### config.mk
export PLATFORM = sky130hd
export DESIGN_NAME = sample_link_ctrl
export DESIGN_NICKNAME = d
export VERILOG_FILES = /design/src/rtl/slc_pkg.sv /design/src/rtl/slc_sync2.sv /design/src/rtl/slc_tick_gen.sv /design/src/rtl/slc_bus_port.sv /design/src/rtl/sample_link_ctrl.sv
export SDC_FILE = /design/constraint.sdc
export NUM_CORES = 1
export LEC_CHECK = 0
export ABC_AREA = 0
export BUFFER_PORTS_ARGS = -buffer_cell sky130_fd_sc_hd__buf_4
export CORE_MARGIN = 2
export CORE_UTILIZATION = 40
export DETAILED_ROUTE_END_ITERATION = 7
export PLACE_DENSITY = 0.68
export SYNTH_ARGS = -nofsm -noshare
export SYNTH_HDL_FRONTEND = slang
export SYNTH_SLANG_ARGS = --single-unit
### constraint.sdc
create_clock -name clk -period 2.1 [get_ports clk]
set_input_delay 0.21 -clock clk [delete_from_list [all_inputs] [get_ports clk]]
set_output_delay 0.21 -clock clk [all_outputs]
set_load 0.005 [all_outputs]
### src/rtl/slc_pkg.sv
package slc_pkg;

  localparam logic [7:0] CMD_FAST = 8'h01;
  localparam logic [7:0] CMD_SLOW = 8'h02;

  typedef enum logic [2:0] {
    CT_IDLE,
    CT_CMD_WAIT,
    CT_WAIT_TICK,
    CT_LOAD,
    CT_SEND
  } ctl_state_e;

  typedef enum logic [2:0] {
    BP_IDLE,
    BP_RD_WAIT,
    BP_RD_STRB,
    BP_WR_WAIT,
    BP_WR_SETUP,
    BP_WR_STRB,
    BP_WR_HOLD,
    BP_RECOV
  } bus_state_e;

endpackage

### src/rtl/slc_sync2.sv
module slc_sync2 #(
  parameter int         W       = 2,
  parameter logic [W-1:0] RST_VAL = '1
) (
  input  logic         clk,
  input  logic         rst,
  input  logic [W-1:0] d,
  output logic [W-1:0] q
);

  logic [W-1:0] meta;

  for (genvar i = 0; i < W; i++) begin : g_bit
    always_ff @(posedge clk) begin
      if (rst) begin
        meta[i] <= RST_VAL[i];
        q[i]    <= RST_VAL[i];
      end else begin
        meta[i] <= d[i];
        q[i]    <= meta[i];
      end
    end
  end

endmodule

### src/rtl/slc_tick_gen.sv
module slc_tick_gen #(
  parameter int TICKS_FAST = 60000,
  parameter int TICKS_SLOW = 120000
) (
  input  logic clk,
  input  logic rst,
  input  logic en,
  input  logic sel_slow,
  output logic tick
);

  localparam int MAXP = (TICKS_SLOW > TICKS_FAST) ? TICKS_SLOW : TICKS_FAST;
  localparam int CW   = $clog2(MAXP + 1);

  logic [CW-1:0] cnt;
  logic [CW-1:0] lim;

  always_comb begin
    lim = sel_slow ? CW'(TICKS_SLOW - 1) : CW'(TICKS_FAST - 1);
  end

  always_ff @(posedge clk) begin
    if (rst || !en) begin
      cnt  <= '0;
      tick <= 1'b0;
    end else if (cnt == lim) begin
      cnt  <= '0;
      tick <= 1'b1;
    end else begin
      cnt  <= cnt + 1'b1;
      tick <= 1'b0;
    end
  end

  AST_TICK_SINGLE: assert property (@(posedge clk) disable iff (rst)
    tick |=> !tick);

endmodule

### src/rtl/slc_bus_port.sv
module slc_bus_port
  import slc_pkg::*;
#(
  parameter int BUS_W       = 8,
  parameter int STROBE_CLKS = 4,
  parameter int RECOV_CLKS  = 3
) (
  input  logic             clk,
  input  logic             rst,
  input  logic             rd_go,
  input  logic             wr_go,
  input  logic [BUS_W-1:0] wr_byte,
  input  logic             rx_avail_s,
  input  logic             tx_room_s,
  input  logic [BUS_W-1:0] bus_din,
  output logic             rd_n,
  output logic             wr_n,
  output logic             bus_oe,
  output logic [BUS_W-1:0] bus_dout,
  output logic             rd_done,
  output logic [BUS_W-1:0] rd_byte,
  output logic             wr_done
);

  localparam int MAXC = (STROBE_CLKS > RECOV_CLKS) ? STROBE_CLKS : RECOV_CLKS;
  localparam int CW   = $clog2(MAXC + 1);

  bus_state_e    st;
  logic [CW-1:0] cnt;
  logic          pend_rd;

  always_ff @(posedge clk) begin
    if (rst) begin
      st       <= BP_IDLE;
      cnt      <= '0;
      pend_rd  <= 1'b0;
      rd_n     <= 1'b1;
      wr_n     <= 1'b1;
      bus_oe   <= 1'b0;
      bus_dout <= '0;
      rd_done  <= 1'b0;
      rd_byte  <= '0;
      wr_done  <= 1'b0;
    end else begin
      rd_done <= 1'b0;
      wr_done <= 1'b0;
      case (st)
        BP_IDLE: begin
          if (rd_go) begin
            st <= BP_RD_WAIT;
          end else if (wr_go) begin
            bus_dout <= wr_byte;
            st       <= BP_WR_WAIT;
          end
        end
        BP_RD_WAIT: begin
          if (!rx_avail_s) begin
            rd_n <= 1'b0;
            cnt  <= '0;
            st   <= BP_RD_STRB;
          end
        end
        BP_RD_STRB: begin
          if (cnt == CW'(STROBE_CLKS - 1)) begin
            rd_byte <= bus_din;
            rd_n    <= 1'b1;
            cnt     <= '0;
            pend_rd <= 1'b1;
            st      <= BP_RECOV;
          end else begin
            cnt <= cnt + 1'b1;
          end
        end
        BP_WR_WAIT: begin
          if (!tx_room_s) begin
            bus_oe <= 1'b1;
            st     <= BP_WR_SETUP;
          end
        end
        BP_WR_SETUP: begin
          wr_n <= 1'b0;
          cnt  <= '0;
          st   <= BP_WR_STRB;
        end
        BP_WR_STRB: begin
          if (cnt == CW'(STROBE_CLKS - 1)) begin
            wr_n <= 1'b1;
            st   <= BP_WR_HOLD;
          end else begin
            cnt <= cnt + 1'b1;
          end
        end
        BP_WR_HOLD: begin
          bus_oe  <= 1'b0;
          pend_rd <= 1'b0;
          cnt     <= '0;
          st      <= BP_RECOV;
        end
        BP_RECOV: begin
          if (cnt == CW'(RECOV_CLKS - 1)) begin
            st <= BP_IDLE;
            if (pend_rd) rd_done <= 1'b1;
            else         wr_done <= 1'b1;
          end else begin
            cnt <= cnt + 1'b1;
          end
        end
        default: st <= BP_IDLE;
      endcase
    end
  end

  AST_WR_NEEDS_OE: assert property (@(posedge clk) disable iff (rst)
    !wr_n |-> bus_oe);
  AST_WR_DATA_HELD: assert property (@(posedge clk) disable iff (rst)
    !wr_n |=> (wr_n || $stable(bus_dout)));
  AST_ONE_STROBE: assert property (@(posedge clk) disable iff (rst)
    !(!rd_n && !wr_n));
  AST_RD_WIDTH: assert property (@(posedge clk) disable iff (rst)
    $fell(rd_n) |=> !rd_n);

endmodule

### src/rtl/sample_link_ctrl.sv
module sample_link_ctrl
  import slc_pkg::*;
#(
  parameter int POS_W       = 16,
  parameter int BUS_W       = 8,
  parameter int TICKS_FAST  = 60000,
  parameter int TICKS_SLOW  = 120000,
  parameter int NUM_SAMPLES = 600,
  parameter int STROBE_CLKS = 4,
  parameter int RECOV_CLKS  = 3
) (
  input  logic             clk,
  input  logic             rst,
  input  logic [POS_W-1:0] pos1,
  input  logic [POS_W-1:0] pos2,
  input  logic             rx_avail_n,
  input  logic             tx_room_n,
  input  logic [BUS_W-1:0] bus_din,
  output logic [BUS_W-1:0] bus_dout,
  output logic             bus_oe,
  output logic             rd_n,
  output logic             wr_n,
  output logic             running,
  output logic             overrun
);

  localparam int REC_W     = 2 * POS_W;
  localparam int REC_BYTES = REC_W / BUS_W;
  localparam int IW        = (REC_BYTES > 1) ? $clog2(REC_BYTES) : 1;
  localparam int SCW       = $clog2(NUM_SAMPLES + 1);

  ctl_state_e       st;
  logic [REC_W-1:0] shreg;
  logic [IW-1:0]    bidx;
  logic [SCW-1:0]   scnt;
  logic             sel_slow;
  logic [1:0]       stat_s;
  logic             tick;
  logic             rd_go;
  logic             wr_go;
  logic             rd_done;
  logic             wr_done;
  logic [BUS_W-1:0] rd_byte;
  logic             cmd_ok;

  slc_sync2 #(.W(2), .RST_VAL(2'b11)) u_sync (
    .clk (clk),
    .rst (rst),
    .d   ({rx_avail_n, tx_room_n}),
    .q   (stat_s)
  );

  slc_tick_gen #(.TICKS_FAST(TICKS_FAST), .TICKS_SLOW(TICKS_SLOW)) u_tick (
    .clk      (clk),
    .rst      (rst),
    .en       (running),
    .sel_slow (sel_slow),
    .tick     (tick)
  );

  slc_bus_port #(
    .BUS_W       (BUS_W),
    .STROBE_CLKS (STROBE_CLKS),
    .RECOV_CLKS  (RECOV_CLKS)
  ) u_port (
    .clk        (clk),
    .rst        (rst),
    .rd_go      (rd_go),
    .wr_go      (wr_go),
    .wr_byte    (shreg[BUS_W-1:0]),
    .rx_avail_s (stat_s[1]),
    .tx_room_s  (stat_s[0]),
    .bus_din    (bus_din),
    .rd_n       (rd_n),
    .wr_n       (wr_n),
    .bus_oe     (bus_oe),
    .bus_dout   (bus_dout),
    .rd_done    (rd_done),
    .rd_byte    (rd_byte),
    .wr_done    (wr_done)
  );

  always_comb begin
    rd_go  = (st == CT_IDLE);
    wr_go  = (st == CT_LOAD);
    cmd_ok = (rd_byte == CMD_FAST) || (rd_byte == CMD_SLOW);
  end

  always_ff @(posedge clk) begin
    if (rst) begin
      st       <= CT_IDLE;
      shreg    <= '0;
      bidx     <= '0;
      scnt     <= '0;
      sel_slow <= 1'b0;
      running  <= 1'b0;
      overrun  <= 1'b0;
    end else begin
      if (running && tick && (st != CT_WAIT_TICK)) overrun <= 1'b1;
      case (st)
        CT_IDLE: st <= CT_CMD_WAIT;
        CT_CMD_WAIT: begin
          if (rd_done) begin
            if (cmd_ok) begin
              sel_slow <= (rd_byte == CMD_SLOW);
              running  <= 1'b1;
              overrun  <= 1'b0;
              scnt     <= '0;
              st       <= CT_WAIT_TICK;
            end else begin
              st <= CT_IDLE;
            end
          end
        end
        CT_WAIT_TICK: begin
          if (tick) begin
            shreg <= {pos2, pos1};
            bidx  <= '0;
            st    <= CT_LOAD;
          end
        end
        CT_LOAD: st <= CT_SEND;
        CT_SEND: begin
          if (wr_done) begin
            shreg <= shreg >> BUS_W;
            if (bidx == IW'(REC_BYTES - 1)) begin
              scnt <= scnt + 1'b1;
              if (scnt == SCW'(NUM_SAMPLES - 1)) begin
                running <= 1'b0;
                st      <= CT_IDLE;
              end else begin
                st <= CT_WAIT_TICK;
              end
            end else begin
              bidx <= bidx + 1'b1;
              st   <= CT_LOAD;
            end
          end
        end
        default: st <= CT_IDLE;
      endcase
    end
  end

  AST_SAMPLE_BOUND: assert property (@(posedge clk) disable iff (rst)
    running |-> (scnt < SCW'(NUM_SAMPLES)));
  AST_OVR_STICKY: assert property (@(posedge clk) disable iff (rst)
    (overrun && !(st == CT_CMD_WAIT && rd_done)) |=> overrun);
  AST_SNAP_HELD: assert property (@(posedge clk) disable iff (rst)
    (st == CT_SEND && !wr_done) |=> $stable(shreg));
  AST_IDLE_QUIET: assert property (@(posedge clk) disable iff (rst)
    !running |-> wr_n);

endmodule

Word level (Yosys, flattened, before mapping)
Cells that the tools add are included.
{ "classes": {"addsub": 4, "eq_ne": 34, "n_mux": 53, "n_bitwise": 3, "reduce_logical": 31} }
{ "ops": {"columns": ["cell", "n"], "rows": [
  ["two-way mux 32 bit", 2],
  ["case mux 32 bit (2 select lines)", 1],
  ["two-way mux 3 bit", 15],
  ["two-way mux 10 bit", 4],
  ["case mux 3 bit (5 select lines)", 2],
  ["case mux 3 bit (8 select lines)", 1],
  ["case mux 10 bit (2 select lines)", 1],
  ["equality test 3 x 2 -> 1 bit, second input constant", 6],
  ["adder 17 x 1 -> 17 bit, second input constant", 1],
  ["equality test 17 bit", 1],
  ["two-way mux 17 bit", 1],
  ["!= test 2 bit, second input constant", 8],
  ["equality test 3 bit, second input constant", 5],
  ["two-way mux 1 bit", 15],
  ["AND reduction 3 bit", 5],
  ["!= test 2 x 1 -> 1 bit, second input constant", 6],
  ["AND reduction 6 bit", 2],
  ["nonzero test 2 bit", 6],
  ["adder 10 x 1 -> 10 bit, second input constant", 1],
  ["equality test 10 bit, second input constant", 1],
  ["two-way mux 2 bit", 5],
  ["case mux 1 bit (2 select lines)", 5],
  ["equality test 8 x 1 -> 1 bit, second input constant", 1],
  ["equality test 8 x 2 -> 1 bit, second input constant", 1],
  ["other kinds (17)", 29]
]} }
{ "totals": {"regBits": 100, "input_bits": 44, "output_inout_bits": 13, "elab_cells": 148} }

Logic depth before layout (Yosys ltp)
{ "depth": {"word_depth": 6, "depth_mapped": 7, "depth_no_buf": 6} }

Modules after synthesis
Synthesis repeated with hierarchy kept, for this count alone.
{ "unflattened": {"cells_unflattened": 552, "hier_area_um2": 4723.3} }
{ "by_module_without_submodules": {"columns": ["module", "instances", "cells_each", "area_each_um2", "seq_area_each_um2"], "rows": [
  ["sample_link_ctrl", 1, 297, 2458.6, 1001.0],
  ["slc_bus_port", 1, 150, 1268.7, 560.5],
  ["slc_tick_gen", 1, 97, 890.9, 360.3],
  ["slc_sync2", 1, 8, 105.1, 80.1]
]} }

Worst setup path after synthesis
No wires, ideal clock.
{ "synth_path": {"kind": "register to register", "start": "register u_port.cnt[0]", "end": "register u_port.st[1]", "setup_time_ns": 0.091, "arrival_ns": 1.785, "t_required_ns": 2.009, "setup_slack_ns": 0.224, "path_stages_with_launch": 8, "path_buffers": 1, "synth_period_minus_slack_ns": 1.876, "path_cell_list": "dfxtp_1 ha_1 ha_1 clkbuf_1 nor2b_1 and3b_1 or3_1 a311oi_1"} }
{ "synth_via": {"elab_chain_cells": 3, "word_cells_on_any_way": 6, "cone_classes": "eq/ne (5); reduce/logical (1)"} }
{ "synth_lines": {"columns": ["item", "line", "source"], "rows": [
  ["start, declared", "slc_bus_port.sv:29", "logic [CW-1:0] cnt;"],
  ["start signal, assigned", "slc_bus_port.sv:71", "cnt <= cnt + 1'b1;"],
  ["start signal, assigned", "slc_bus_port.sv:90", "cnt <= cnt + 1'b1;"],
  ["start signal, assigned", "slc_bus_port.sv:105", "cnt <= cnt + 1'b1;"],
  ["equality test 3 x 2 -> 1 bit, on equally long branches", "slc_bus_port.sv:100, slc_bus_port.sv:64, slc_bus_port.sv:86", null],
  ["!= test 2 x 1 -> 1 bit (no source line)", null, null],
  ["AND reduction 6 bit (no source line) *", null, null],
  ["end signal, assigned", "slc_bus_port.sv:97", "st <= BP_RECOV;"],
  ["end signal, assigned", "slc_bus_port.sv:101", "st <= BP_IDLE;"],
  ["end signal, assigned", "slc_bus_port.sv:108", "default: st <= BP_IDLE;"],
  ["end, declared", "slc_bus_port.sv:28", "bus_state_e st;"]
]} }
Mark *: on every way between the ends. The rest lies on a longest branch, timed or not.
A chain may end at the register's enable or synchronous reset.

Worst setup path in the final report
Same ends and word-level chain as after synthesis.

==> out/metrics.yaml <==
run_status:
  status: "finished, final reports clean"
min_path:
  min-delay-path-class: "in -> reg"
  worst_hold_path.endpoint: "u_sync.meta[1]$_SDFF_PP1_"
  worst_hold_startpoint: "rx_avail_n"
  hold-path-cell-count: 2
die:
  ioPinCount: 57
  floorplan.die_area_sq_mm: 0.0126
  placeableCoreArea_sq_mm: 0.0115
  standard_cell_rows: 39
  effective_utilization_at_floorplan_pct: 41.0
  chipHeight_microns: 112
  overall_die_width_microns: 112
sta:
  worst-slew-pin-transition_ns: 0.731
  clock.fmax_mhz: 515
  final-setup-viol-count: 0
  finalCriticalPeriod_ns: 1.94
  rsz0062_at_grt: "no"
  timing.final.hold_violations: 0
  maxSlewHeadroom_pct: 51.3
  total_negative_slack_for_setup_checks_ns: 0
  finClkSkew_ns: 0.00664
  layout_worst_path_cycle_share_pct: 92.4
  timing_max_transition_violations_final: 0
critical_path:
  r2r.worst_path.cells: 6
  cp-start-kind: "flip-flop"
  r2r_setup_slack_ns: 0.16
  timing.critical_path.arrival_ns: 2.18
  timing.rr.start: "u_port.cnt[0]$_SDFFE_PP0P_"
  timing.setup.critical_path_class: "reg -> reg"
  worst_r2r_endpoint: "u_port.st[1]$_SDFFE_PP0P_"
  worst-endpoint-required_ns: 2.34
  crit_fanout: 8
  worstSetupEndpointType: "flip-flop"
cells_and_area:
  post_layout_util_pct: 48.6
  number_of_fillers_in_the_final_layout: 1055
  num_antenna_cells: 0
  drive_gt1_share_pct: 19.1
  ff_latch_area_sq_mm: 0.00200
  finish.net_count: 607
  area_growth_pct: 18.4
  multi_input_area_sq_mm: 0.00247
yosys:
  postSynthRegisterBits: 100
  cell_taking_the_most_area_after_synthesis: "sky130_fd_sc_hd__dfxtp_1"
  ys_async_sr_fraction_pct: 0
  dominantRegCellSynth: "sky130_fd_sc_hd__dfxtp_1"
  ys_types: 67
  synth_top_cells_by_area: "sky130_fd_sc_hd__dfxtp_1, sky130_fd_sc_hd__mux2i_1, sky130_fd_sc_hd__a211oi_1"
  synth_sequential_area_ratio_pct: 42.6
  post_synth.cell_area_avg_sq_um: 9.31
  ys.warnings.count: 0
  postSynthNetCount: 556
  synth_cells: 505
  netlist.area_leader.share_pct: 42.6
  synth-edff-count: 0
  syn_area_sq_mm: 0.00470
power_and_ir_drop:
  peakVddDrop_uv: 375
  power.leakage_uw: 0.00197
  power_density_mw_per_mm2: 709
route:
  route.antenna.remaining_nets: 0
  avgRoutedWirePerCell_microns: 14.4
  avgViaCountPerCell: 5.48
  via_count: 3857
  drt-pass1-iter-count: 4
  routed_wl_mm: 10.1
  initialDrtViolationCount: 191
  number_of_design_rule_violations_left_after_detail_routing: 0
placed_design:
  io_buffer_count: 56
  globalplace.congestion: 0.853
  place.detailed.hpwl_mm: 7.19
clocking:
  cts.hold.buffers_added: 0
  postCtsSetupBuffers: 0
  post_cts_resize_count: 0
  cts_tree: "built"
  ctsHtreeMaxLevel: 3
  clock_sink_count: 100
  cts-buffers-inserted: 9
  clk-insertion-delay-late_ns: 0.34
  clk_root_buffer_cell: "sky130_fd_sc_hd__clkbuf_16"
  maximum_clock_path_buffer_count: 2
  worst_setup_hold_path_clk_slew_ns: 0.07
grt:
  via_count_of_the_first_global_routing_pass: 3768
  grt_use_total_pct: 16.4
  antenna_found_initial: 0
  largest_net_degree_at_the_start_of_global_routing: 60
  globalRoute.totalOverflow: 0
  wire_length_of_the_first_global_routing_pass_mm: 17.2
flow_run:
  timing.max_cap.violations: 0
## layout make-up
type	instances	share of cell area (%)
inverters	9	0.607
well taps	143	3.21
flip-flops and latches	100	35.9
clock buffers	11	4.18
clock inverters	5	1.53
repair buffers	72	10.2
multi-input cells	364	44.4
## cells in the final DEF (no fill, tap or decap), drive strengths merged, types with 5 or more instances in the layout
master and instances:
nand2 32, o21ai 9, mux2i 36, a211oi 32, or4 7, a22oi 8
nand3b 5, nand2b 8, and3 6, nor2b 5, ha 7, nand4 11
buf 72, xor2 9, dfxtp 100, inv 10, nor3 17, or2 7
clkbuf 11, or3 7, o31ai 6, nand3 13, a21oi 28, nor2 57
## kinds of logic after synthesis
kind of cell | Yosys count | share of synthesized area, %
xor+xnor | 12 | 2.24
mux | 36 | 7.66
buf+inv | 41 | 5.06
compound gates | 111 | 17.3
fa+ha+maj | 7 | 1.86
simple gates | 198 | 23.3
flops | 100 | 42.6
## Yosys cell counts (2+ instances only)
master	count
sky130_fd_sc_hd__a311oi_1	2
sky130_fd_sc_hd__clkbuf_1	17
sky130_fd_sc_hd__buf_4	2
sky130_fd_sc_hd__mux2i_1	36
sky130_fd_sc_hd__nor3b_1	2
sky130_fd_sc_hd__or3_1	7
sky130_fd_sc_hd__dfxtp_1	100
sky130_fd_sc_hd__a211oi_1	32
sky130_fd_sc_hd__nor2_1	57
sky130_fd_sc_hd__o22ai_1	2
sky130_fd_sc_hd__and4b_1	2
sky130_fd_sc_hd__o31ai_1	6
sky130_fd_sc_hd__or4_1	7
sky130_fd_sc_hd__nor2b_1	5
sky130_fd_sc_hd__ha_1	7
sky130_fd_sc_hd__nand3b_1	4
sky130_fd_sc_hd__clkbuf_8	3
sky130_fd_sc_hd__nand2b_1	8
sky130_fd_sc_hd__buf_2	8
sky130_fd_sc_hd__nor4_4	2
sky130_fd_sc_hd__or2_2	7
sky130_fd_sc_hd__a2bb2oi_1	2
sky130_fd_sc_hd__nand4b_1	3
sky130_fd_sc_hd__a22oi_1	8
sky130_fd_sc_hd__o21ai_0	9
sky130_fd_sc_hd__and4_1	2
sky130_fd_sc_hd__nand2_1	31
sky130_fd_sc_hd__nor4bb_1	2
sky130_fd_sc_hd__nand3_1	13
sky130_fd_sc_hd__xor2_1	9
sky130_fd_sc_hd__and3_1	6
sky130_fd_sc_hd__a21oi_1	28
sky130_fd_sc_hd__nor3_1	17
sky130_fd_sc_hd__o211ai_1	3
sky130_fd_sc_hd__and3b_1	3
sky130_fd_sc_hd__a211o_1	2
sky130_fd_sc_hd__inv_1	9
sky130_fd_sc_hd__xnor2_1	3
sky130_fd_sc_hd__nand4_1	11
## registers in the layout (all words and copies together), names as in the netlist
signal and cells:
u_port.rd_n 1, u_port.bus_oe 1, u_port.cnt 3, u_port.rd_done 1, u_port.rd_byte 8, u_port.wr_n 1
running 1, u_sync.meta 2, shreg 32, u_sync.q 2, scnt 10, u_port.pend_rd 1
overrun 1, u_tick.cnt 17, u_tick.tick 1, bidx 2, sel_slow 1, u_port.st 3
u_port.wr_done 1, u_port.bus_dout 8, st 3
## where the power goes
part	switching (uW)	leakage, uW	internal (uW)
clock network	709	0.000150	1050
registers	29.2	0.000808	1920
logic	117	0.00101	121
total	855	0.00197	3090
## worst max-delay path by stage
stage          cells past startpoint                       start                        end  slack (ns)
5_1_grt                            6  u_port.cnt[0]$_SDFFE_PP0P_  u_port.st[1]$_SDFFE_PP0P_        0.01
3_5_place_dp                       6  u_port.cnt[0]$_SDFFE_PP0P_  u_port.st[1]$_SDFFE_PP0P_        0.16
6_report                           6  u_port.cnt[0]$_SDFFE_PP0P_  u_port.st[1]$_SDFFE_PP0P_        0.16
3_3_place_gp                       6  u_port.cnt[0]$_SDFFE_PP0P_  u_port.st[1]$_SDFFE_PP0P_        0.22
2_1_floorplan                      7  u_port.cnt[0]$_SDFFE_PP0P_  u_port.st[1]$_SDFFE_PP0P_        0.22
4_1_cts                            6  u_port.cnt[0]$_SDFFE_PP0P_  u_port.st[1]$_SDFFE_PP0P_        0.12
## per-stage QoR
stage / instance area (sq um) / hold slack (ns) / power (uW) / cells / setup WS [ns]
finish: 5570 / 0.0523 / 3950 / 704 / 0.159
global route: 5570 / 0.0392 / 4110 / 704 / 0.0105
CTS: 5570 / 0.0455 / 3990 / 704 / 0.115
detailed placement: 5250 / 0.397 / 2230 / 688 / 0.159
global placement: 5250 / 0.391 / 2220 / 688 / 0.225
floorplan: 4700 / 0.314 / 2130 / 505 / 0.224
## critical path, cell delays in order, from the launching register on
cell and delay, ns:
sky130_fd_sc_hd__dfxtp_1 0.35, sky130_fd_sc_hd__ha_1 0.19, sky130_fd_sc_hd__ha_2 0.26, sky130_fd_sc_hd__nor2b_1 0.22
sky130_fd_sc_hd__and3b_1 0.22, sky130_fd_sc_hd__or3_1 0.34, sky130_fd_sc_hd__a311oi_1 0.27
## layer usage
layer | vias to the layer above | GRT usage, % | wire length (microns)
met3 | 17 | 3.40 | 292
met2 | 61 | 28.1 | 5000
met5 | - | 0 | 0
met4 | 0 | 6.10 | 180
li1 | 1962 | - | -
met1 | 1817 | 20.3 | 4670
Power figures use the tool's default switching activity.
